<file path="config.mk">
export PLATFORM = sky130hd
export DESIGN_NAME = be_lsu_lane
export DESIGN_NICKNAME = d
export VERILOG_FILES = /design/src/rtl/lsu_lane_pkg.sv /design/src/rtl/lsu_agu.sv /design/src/rtl/lsu_store_lane.sv /design/src/rtl/lsu_load_extract.sv /design/src/rtl/be_lsu_lane.sv
export SDC_FILE = /design/constraint.sdc
export NUM_CORES = 1
export LEC_CHECK = 0
export ABC_AREA = 1
export BUFFER_PORTS_ARGS = -buffer_cell sky130_fd_sc_hd__buf_2
export CORE_AREA = 2 2 106 108
export DETAILED_ROUTE_END_ITERATION = 7
export DIE_AREA = 0 0 108 110
export PLACE_DENSITY = 0.66
export SLEW_MARGIN = 15
export SYNTH_ARGS = -nofsm -noshare
export SYNTH_HDL_FRONTEND = slang
export SYNTH_SLANG_ARGS = --single-unit
</file>
<file path="constraint.sdc">
create_clock -name clk_i -period 3.19 [get_ports clk_i]
set_clock_uncertainty 0.2 [all_clocks]
set_input_delay 0.638 -clock clk_i [delete_from_list [all_inputs] [get_ports clk_i]]
set_output_delay 0.638 -clock clk_i [all_outputs]
set_load 0.01 [all_outputs]
</file>
<file path="src/rtl/lsu_lane_pkg.sv">
package lsu_lane_pkg;
  typedef enum logic {SZ_BYTE = 1'b0, SZ_WORD = 1'b1} acc_size_e;

  typedef struct packed {
    logic      valid;
    acc_size_e size;
    logic      uns;
  } ld_ctx_t;
endpackage

</file>
<file path="src/rtl/lsu_agu.sv">
module lsu_agu #(
  parameter int unsigned DATA_W = 32,
  parameter int unsigned OFF_W  = 16
) (
  input  logic [DATA_W-1:0] base_i,
  input  logic [OFF_W-1:0]  off_i,
  output logic [DATA_W-1:0] ea_o
);
  localparam int unsigned EXT_W = DATA_W - OFF_W;

  logic [DATA_W-1:0] off_ext;
  assign off_ext = {{EXT_W{off_i[OFF_W-1]}}, off_i};
  assign ea_o    = base_i + off_ext;
endmodule

</file>
<file path="src/rtl/lsu_store_lane.sv">
module lsu_store_lane
  import lsu_lane_pkg::*;
#(
  parameter int unsigned DATA_W = 32,
  localparam int unsigned BYTES  = DATA_W / 8,
  localparam int unsigned LANE_W = $clog2(BYTES)
) (
  input  acc_size_e         size_i,
  input  logic [LANE_W-1:0] lane_i,
  input  logic [DATA_W-1:0] wdata_i,
  output logic [BYTES-1:0]  be_o,
  output logic [DATA_W-1:0] wdata_o
);
  // big-endian: lane k drives enable bit BYTES-1-k
  for (genvar k = 0; k < BYTES; k++) begin : g_be
    assign be_o[BYTES-1-k] = (size_i == SZ_WORD) || (lane_i == LANE_W'(k));
  end

  assign wdata_o = (size_i == SZ_WORD) ? wdata_i : {BYTES{wdata_i[7:0]}};
endmodule

</file>
<file path="src/rtl/lsu_load_extract.sv">
module lsu_load_extract
  import lsu_lane_pkg::*;
#(
  parameter int unsigned DATA_W = 32,
  localparam int unsigned BYTES  = DATA_W / 8,
  localparam int unsigned LANE_W = $clog2(BYTES)
) (
  input  acc_size_e         size_i,
  input  logic              uns_i,
  input  logic [LANE_W-1:0] lane_i,
  input  logic [DATA_W-1:0] rdata_i,
  output logic [DATA_W-1:0] data_o
);
  logic [7:0] lanes [BYTES];
  logic [7:0] sel;
  logic       fill;

  for (genvar k = 0; k < BYTES; k++) begin : g_lane
    assign lanes[k] = rdata_i[DATA_W-1-8*k -: 8];
  end

  assign sel  = lanes[lane_i];
  assign fill = ~uns_i & sel[7];

  always_comb begin
    if (size_i == SZ_WORD) data_o = rdata_i;
    else                   data_o = {{(DATA_W-8){fill}}, sel};
  end
endmodule

</file>
<file path="src/rtl/be_lsu_lane.sv">
module be_lsu_lane
  import lsu_lane_pkg::*;
#(
  parameter int unsigned DATA_W = 32,
  parameter int unsigned OFF_W  = 16,
  localparam int unsigned BYTES  = DATA_W / 8,
  localparam int unsigned LANE_W = $clog2(BYTES),
  localparam int unsigned WA_W   = DATA_W - LANE_W
) (
  input  logic              clk_i,
  input  logic              rst_ni,
  input  logic              req_i,
  input  logic              we_i,
  input  logic              size_word_i,
  input  logic              unsigned_i,
  input  logic [DATA_W-1:0] base_i,
  input  logic [OFF_W-1:0]  offset_i,
  input  logic [DATA_W-1:0] wdata_i,
  output logic              mem_req_o,
  output logic              mem_we_o,
  output logic [WA_W-1:0]   mem_addr_o,
  output logic [BYTES-1:0]  mem_be_o,
  output logic [DATA_W-1:0] mem_wdata_o,
  input  logic [DATA_W-1:0] mem_rdata_i,
  output logic              misaligned_o,
  output logic              load_valid_o,
  output logic [DATA_W-1:0] load_data_o
);
  logic [DATA_W-1:0] ea;
  logic [LANE_W-1:0] lane;
  acc_size_e         size;
  logic              accept;
  ld_ctx_t           ctx_q;
  logic [LANE_W-1:0] lane_q;

  assign size = acc_size_e'(size_word_i);

  lsu_agu #(.DATA_W(DATA_W), .OFF_W(OFF_W)) u_agu (
    .base_i (base_i),
    .off_i  (offset_i),
    .ea_o   (ea)
  );

  assign lane         = ea[LANE_W-1:0];
  assign misaligned_o = req_i && (size == SZ_WORD) && (lane != '0);
  assign accept       = req_i && !misaligned_o;
  assign mem_req_o    = accept;
  assign mem_we_o     = accept && we_i;
  assign mem_addr_o   = ea[DATA_W-1:LANE_W];

  lsu_store_lane #(.DATA_W(DATA_W)) u_st (
    .size_i  (size),
    .lane_i  (lane),
    .wdata_i (wdata_i),
    .be_o    (mem_be_o),
    .wdata_o (mem_wdata_o)
  );

  // context of the load whose data returns next cycle
  always_ff @(posedge clk_i or negedge rst_ni) begin
    if (!rst_ni) begin
      ctx_q  <= '{valid: 1'b0, size: SZ_BYTE, uns: 1'b0};
      lane_q <= '0;
    end else begin
      ctx_q.valid <= accept && !we_i;
      if (accept && !we_i) begin
        ctx_q.size <= size;
        ctx_q.uns  <= unsigned_i;
        lane_q     <= lane;
      end
    end
  end

  assign load_valid_o = ctx_q.valid;

  lsu_load_extract #(.DATA_W(DATA_W)) u_ld (
    .size_i  (ctx_q.size),
    .uns_i   (ctx_q.uns),
    .lane_i  (lane_q),
    .rdata_i (mem_rdata_i),
    .data_o  (load_data_o)
  );
endmodule

</file>
After elaboration in Yosys (flattened, before gate mapping)
Index checks and enable logic that the tools add are counted.
W data, S select, Z words.
- flip-flop bits (word level): 5
- output and inout port bits: 102
- add/sub/neg operators: 1
- order comparisons: 1
- equality and inequality tests: 3
- muxes and demuxes: 5
- bitwise gates (word level): 3
- reductions and logical operators: 13
- operators by type and width (cell ; count):
    $mux W32 ; 2
    $add A32 B32 Y32 ; 1
    $bmux W8 S2 ; 1
    $mux W8 ; 2
    $logic_and A1 B1 Y1 ; 5
    $eq A2 B2 Y1 const B ; 2
    $logic_or A1 B1 Y1 ; 4
    $ge A3 B3 Y1 const B ; 1
    $not A2 Y3 ; 1
    $eq A2 B1 Y1 const B ; 1
    $logic_not A1 Y1 ; 2
    $logic_not A2 Y1 ; 1
    $reduce_bool A2 Y1 ; 1
    $and A1 B1 Y1 ; 1
    $not A1 Y1 ; 1

Depth between registers and ports, before layout
- word-level depth: 6
- gate-level depth with buffers: 13

Cells and area by module
A second synthesis with hierarchy kept.
- cells, all modules: 727
- area, all modules: 3617.2 µm²
- by module, submodules not included (module ; instances ; cells an instance ; area an instance (µm²) ; seq. area each (µm²)):
    lsu_agu ; 1 ; 494 ; 2384.8 ; 0.0
    lsu_load_extract ; 1 ; 125 ; 556.8 ; 0.0
    lsu_store_lane ; 1 ; 78 ; 425.4 ; 0.0
    be_lsu_lane ; 1 ; 30 ; 250.2 ; 125.1

Worst setup path before layout
OpenSTA, ideal clock, no wires.
- path kind: input to output
- start: in base_i[0]
- end: out mem_addr_o[14]
- arrival: 2042 ps
- required time: 2352 ps
- path slack: 310 ps
- stages on the path: 12
- path buffers: 1
- cells stage by stage: ha_1 -> inv_1 -> fa_1 -> inv_1 -> nand3_1 -> nand3_1 -> nand2_1 -> nand2_2 -> nand3_1 -> nand2_1 -> xor2_1 -> buf_4
- cells in the longest elaborated chain, start to end: 1
- ends and longest elaborated chain (element ; line ; text):
    start, declared ; be_lsu_lane.sv:16 ; input logic [DATA_W-1:0] base_i,
    $add A32 B32 Y32 ; lsu_agu.sv:13 ; assign ea_o = base_i + off_ext;
    end, declared ; be_lsu_lane.sv:21 ; output logic [WA_W-1:0] mem_addr_o,
Every way passes these cells.

Worst setup path after layout
Ends and elaborated chain as after synthesis.

==> results.cfg <==
[run_status]
outcome = finished, final reports clean

[clock_network]
cts-root-buf = clkbuf_8
clock_sinks = 5
h-tree-depth = 1
cts_buffers = 3
insertion_delay_ns = 0.22
clockBufferDepth = 2
path_clk_slew_ns = 0.04
cts_resized = 0
cts_tree = yes
cts_hold_buf = 0
cts_setup_buffers = 0

[floorplanning]
io_pins = 220
die_y_um = 110
core-area_um2 = 10700
start_util = 0.345
rows = 38
die_area_um2 = 11900
fp.dieW_um = 108

[final_layout]
nets = 1070
antenna_cells = 0
area_delta_synth_final_pct = 28.0
drive_gt1_frac = 0.299
fillers = 1247
fin_util = 0.442
fin_cells = 1059

[routing]
routed_wl_um = 12500
vias_per_cell = 4.51
wire_per_inst_um = 11.8
ant_nets = 0
vias = 4774
drt_iter0_drc = 409
drcViolationCount = 0
firstDrtPassIters = 5

[critical_path]
cp.arrival_ns = 2.21
endpoint_kind = primary output
startpoint_type = input port
worstPathRequired_ns = 2.35
crit_fanout = 3
critPathKind = in -> out

[yosys]
synth_seq_area_share = 0.0339
yosysMostFrequentCell = nand2_1
synth_ff_type = dfrtp_1
synthMuxAreaShare = 0
ys_types = 31
synthTopCellsByCount = nand2_1, inv_1, buf_4
synth-simple-area-share = 0.455
async_flop_share = 1.00
yosysWarnings = 0
synth_top_family_by_area = simple AND/OR/NAND/NOR gates
ys_seq_elements = 5
synth_top_area_frac = 0.316
syn_inst = 741
synth_area_leader_cell = nand2_1
synthesis.area_um2 = 3690
synth_nets = 891
post_synth_fa_ha_maj_area_fraction = 0.111
synth-xor-area-share = 0.0380
synth_compound_gate_area_share = 0.114
synth_edf_count = 0
syn_avg_cell_area_um2 = 4.98
synth_top_cells_by_area = nand2_1, inv_1, ha_1, buf_4, o21ai_0

[grt]
grt_usage = 0.207
grt_pass1_wl_um = 19800
met3_usage = 0.0323
antenna_found_initial = 0
met1_usage = 0.255
grt-busiest-layer = met2
first_global_vias = 4331
grt_use_met2 = 0.380
grt_max_degree = 26
grt_overflow = 0

[placement]
gp_congestion = 0.910
place_inst = 1055
port_buffers = 219
dp_hpwl_um = 11100

[sta]
finalMaxSlewViolations = 0
relSlewSlack = 0.552
max_freq_ghz = 0.328
finalSetupViolations = 0
setup-tns-final_ns = 0
rsz0062_at_grt = yes
post-route-period-util = 0.956
hold_viol_final = 0
tightest_slew_ns = 0.672
min_period_ns = 3.05
hold_slack_ns = 0.0249

[power]
p_per_area_nw_per_um2 = 281
leakagePower_uw = 0.00330
power_uw = 1330
vdd_ir_drop_max_mv = 0.142

[run]
drv_cap = 0

[min_path]
hold_class = in -> async
-- sequential cells by signal, summed over array words and instances, names as in the netlist --
signal	count
load_valid_o	1
lane_q	2
ctx_q	2
-- critical path: stages --
cell	delay, ns
buf_2	0.10
ha_2	0.18
inv_1	0.05
fa_2	0.34
inv_2	0.08
nand3_1	0.08
nand3_2	0.09
nand2_1	0.06
nand2_2	0.09
nand3_1	0.07
nand2_1	0.08
xor2_1	0.18
buf_2	0.16
-- worst paths after layout --
| check | slack, ns | start | end | depth (start not counted) |
|---|---|---|---|---|
| max | 0.14 | base_i[0] | mem_addr_o[14] | 13 |
| min | 0.02 | rst_ni | ctx_q[1]$_DFFE_PN0P_ | 1 |
| max reg2reg | 2.06 | lane_q[0]$_DFFE_PN0P_ | lane_q[0]$_DFFE_PN0P_ | 2 |
| min reg2reg | 0.33 | ctx_q[0]$_DFFE_PN0P_ | ctx_q[0]$_DFFE_PN0P_ | 2 |
| max in group asynchronous | 2.63 | rst_ni | load_valid_o$_DFF_PN0_ | 1 |
| min in group clk_i | 0.33 | ctx_q[0]$_DFFE_PN0P_ | ctx_q[0]$_DFFE_PN0P_ | 2 |
-- per-stage QoR --
stage / worst slack, ns / area (µm²)
after detailed placement: 0.0505 / 4650
after CTS: 0.0420 / 4690
after floorplan: 0.310 / 3690
after global placement: 0.0883 / 4650
final: 0.141 / 4730
after global routing: -0.0242 / 4730
-- final cells by class --
class                           count  area (µm²)  share of cell area
Clock buffer                        4        45.0             0.00953
Sequential cell                     5         125              0.0265
Inverter                          151         567               0.120
Multi-Input combinational cell    535        2680               0.567
Timing Repair Buffer              224        1140               0.240
Tap cell                          140         175              0.0371
-- power breakdown --
group	leakage (µW)	switching, µW	internal, µW
Clock	0.0000228	31.7	85.8
Combinational	0.00321	674	433
Sequential	0.0000627	29.2	73.4
Total	0.00330	734	592
-- routing by layer --
metal,vias up,routed length [µm]
met5,-,0
li1,2553,-
met4,0,146
met2,170,5800
met1,2039,5600
met3,12,960
-- layout by cell type, fill, tap and decap left out, types with 4 or more instances in the layout --
master	netlist	final
dfrtp_1	5	5
inv_2	3	4
inv_1	148	147
nand2_1	311	311
ha_2	0	6
buf_4	39	6
nand3_1	26	25
o21ai_0	38	38
nand2_2	19	19
nor2_2	4	6
buf_2	3	218
o21ai_2	4	4
ha_1	31	25
nand4_1	4	4
nor2_1	37	35
a21oi_1	29	28
xor2_1	13	13
-- cell families after synthesis --
group,after synthesis
AOI/OAI and AO/OA,78
xor gates and xnor gates,16
adders and majority gates,32
buffers and inverters,201
DFF,5
and+or+nand+nor,409
No activity file was read; power rests on OpenSTA's default activity.
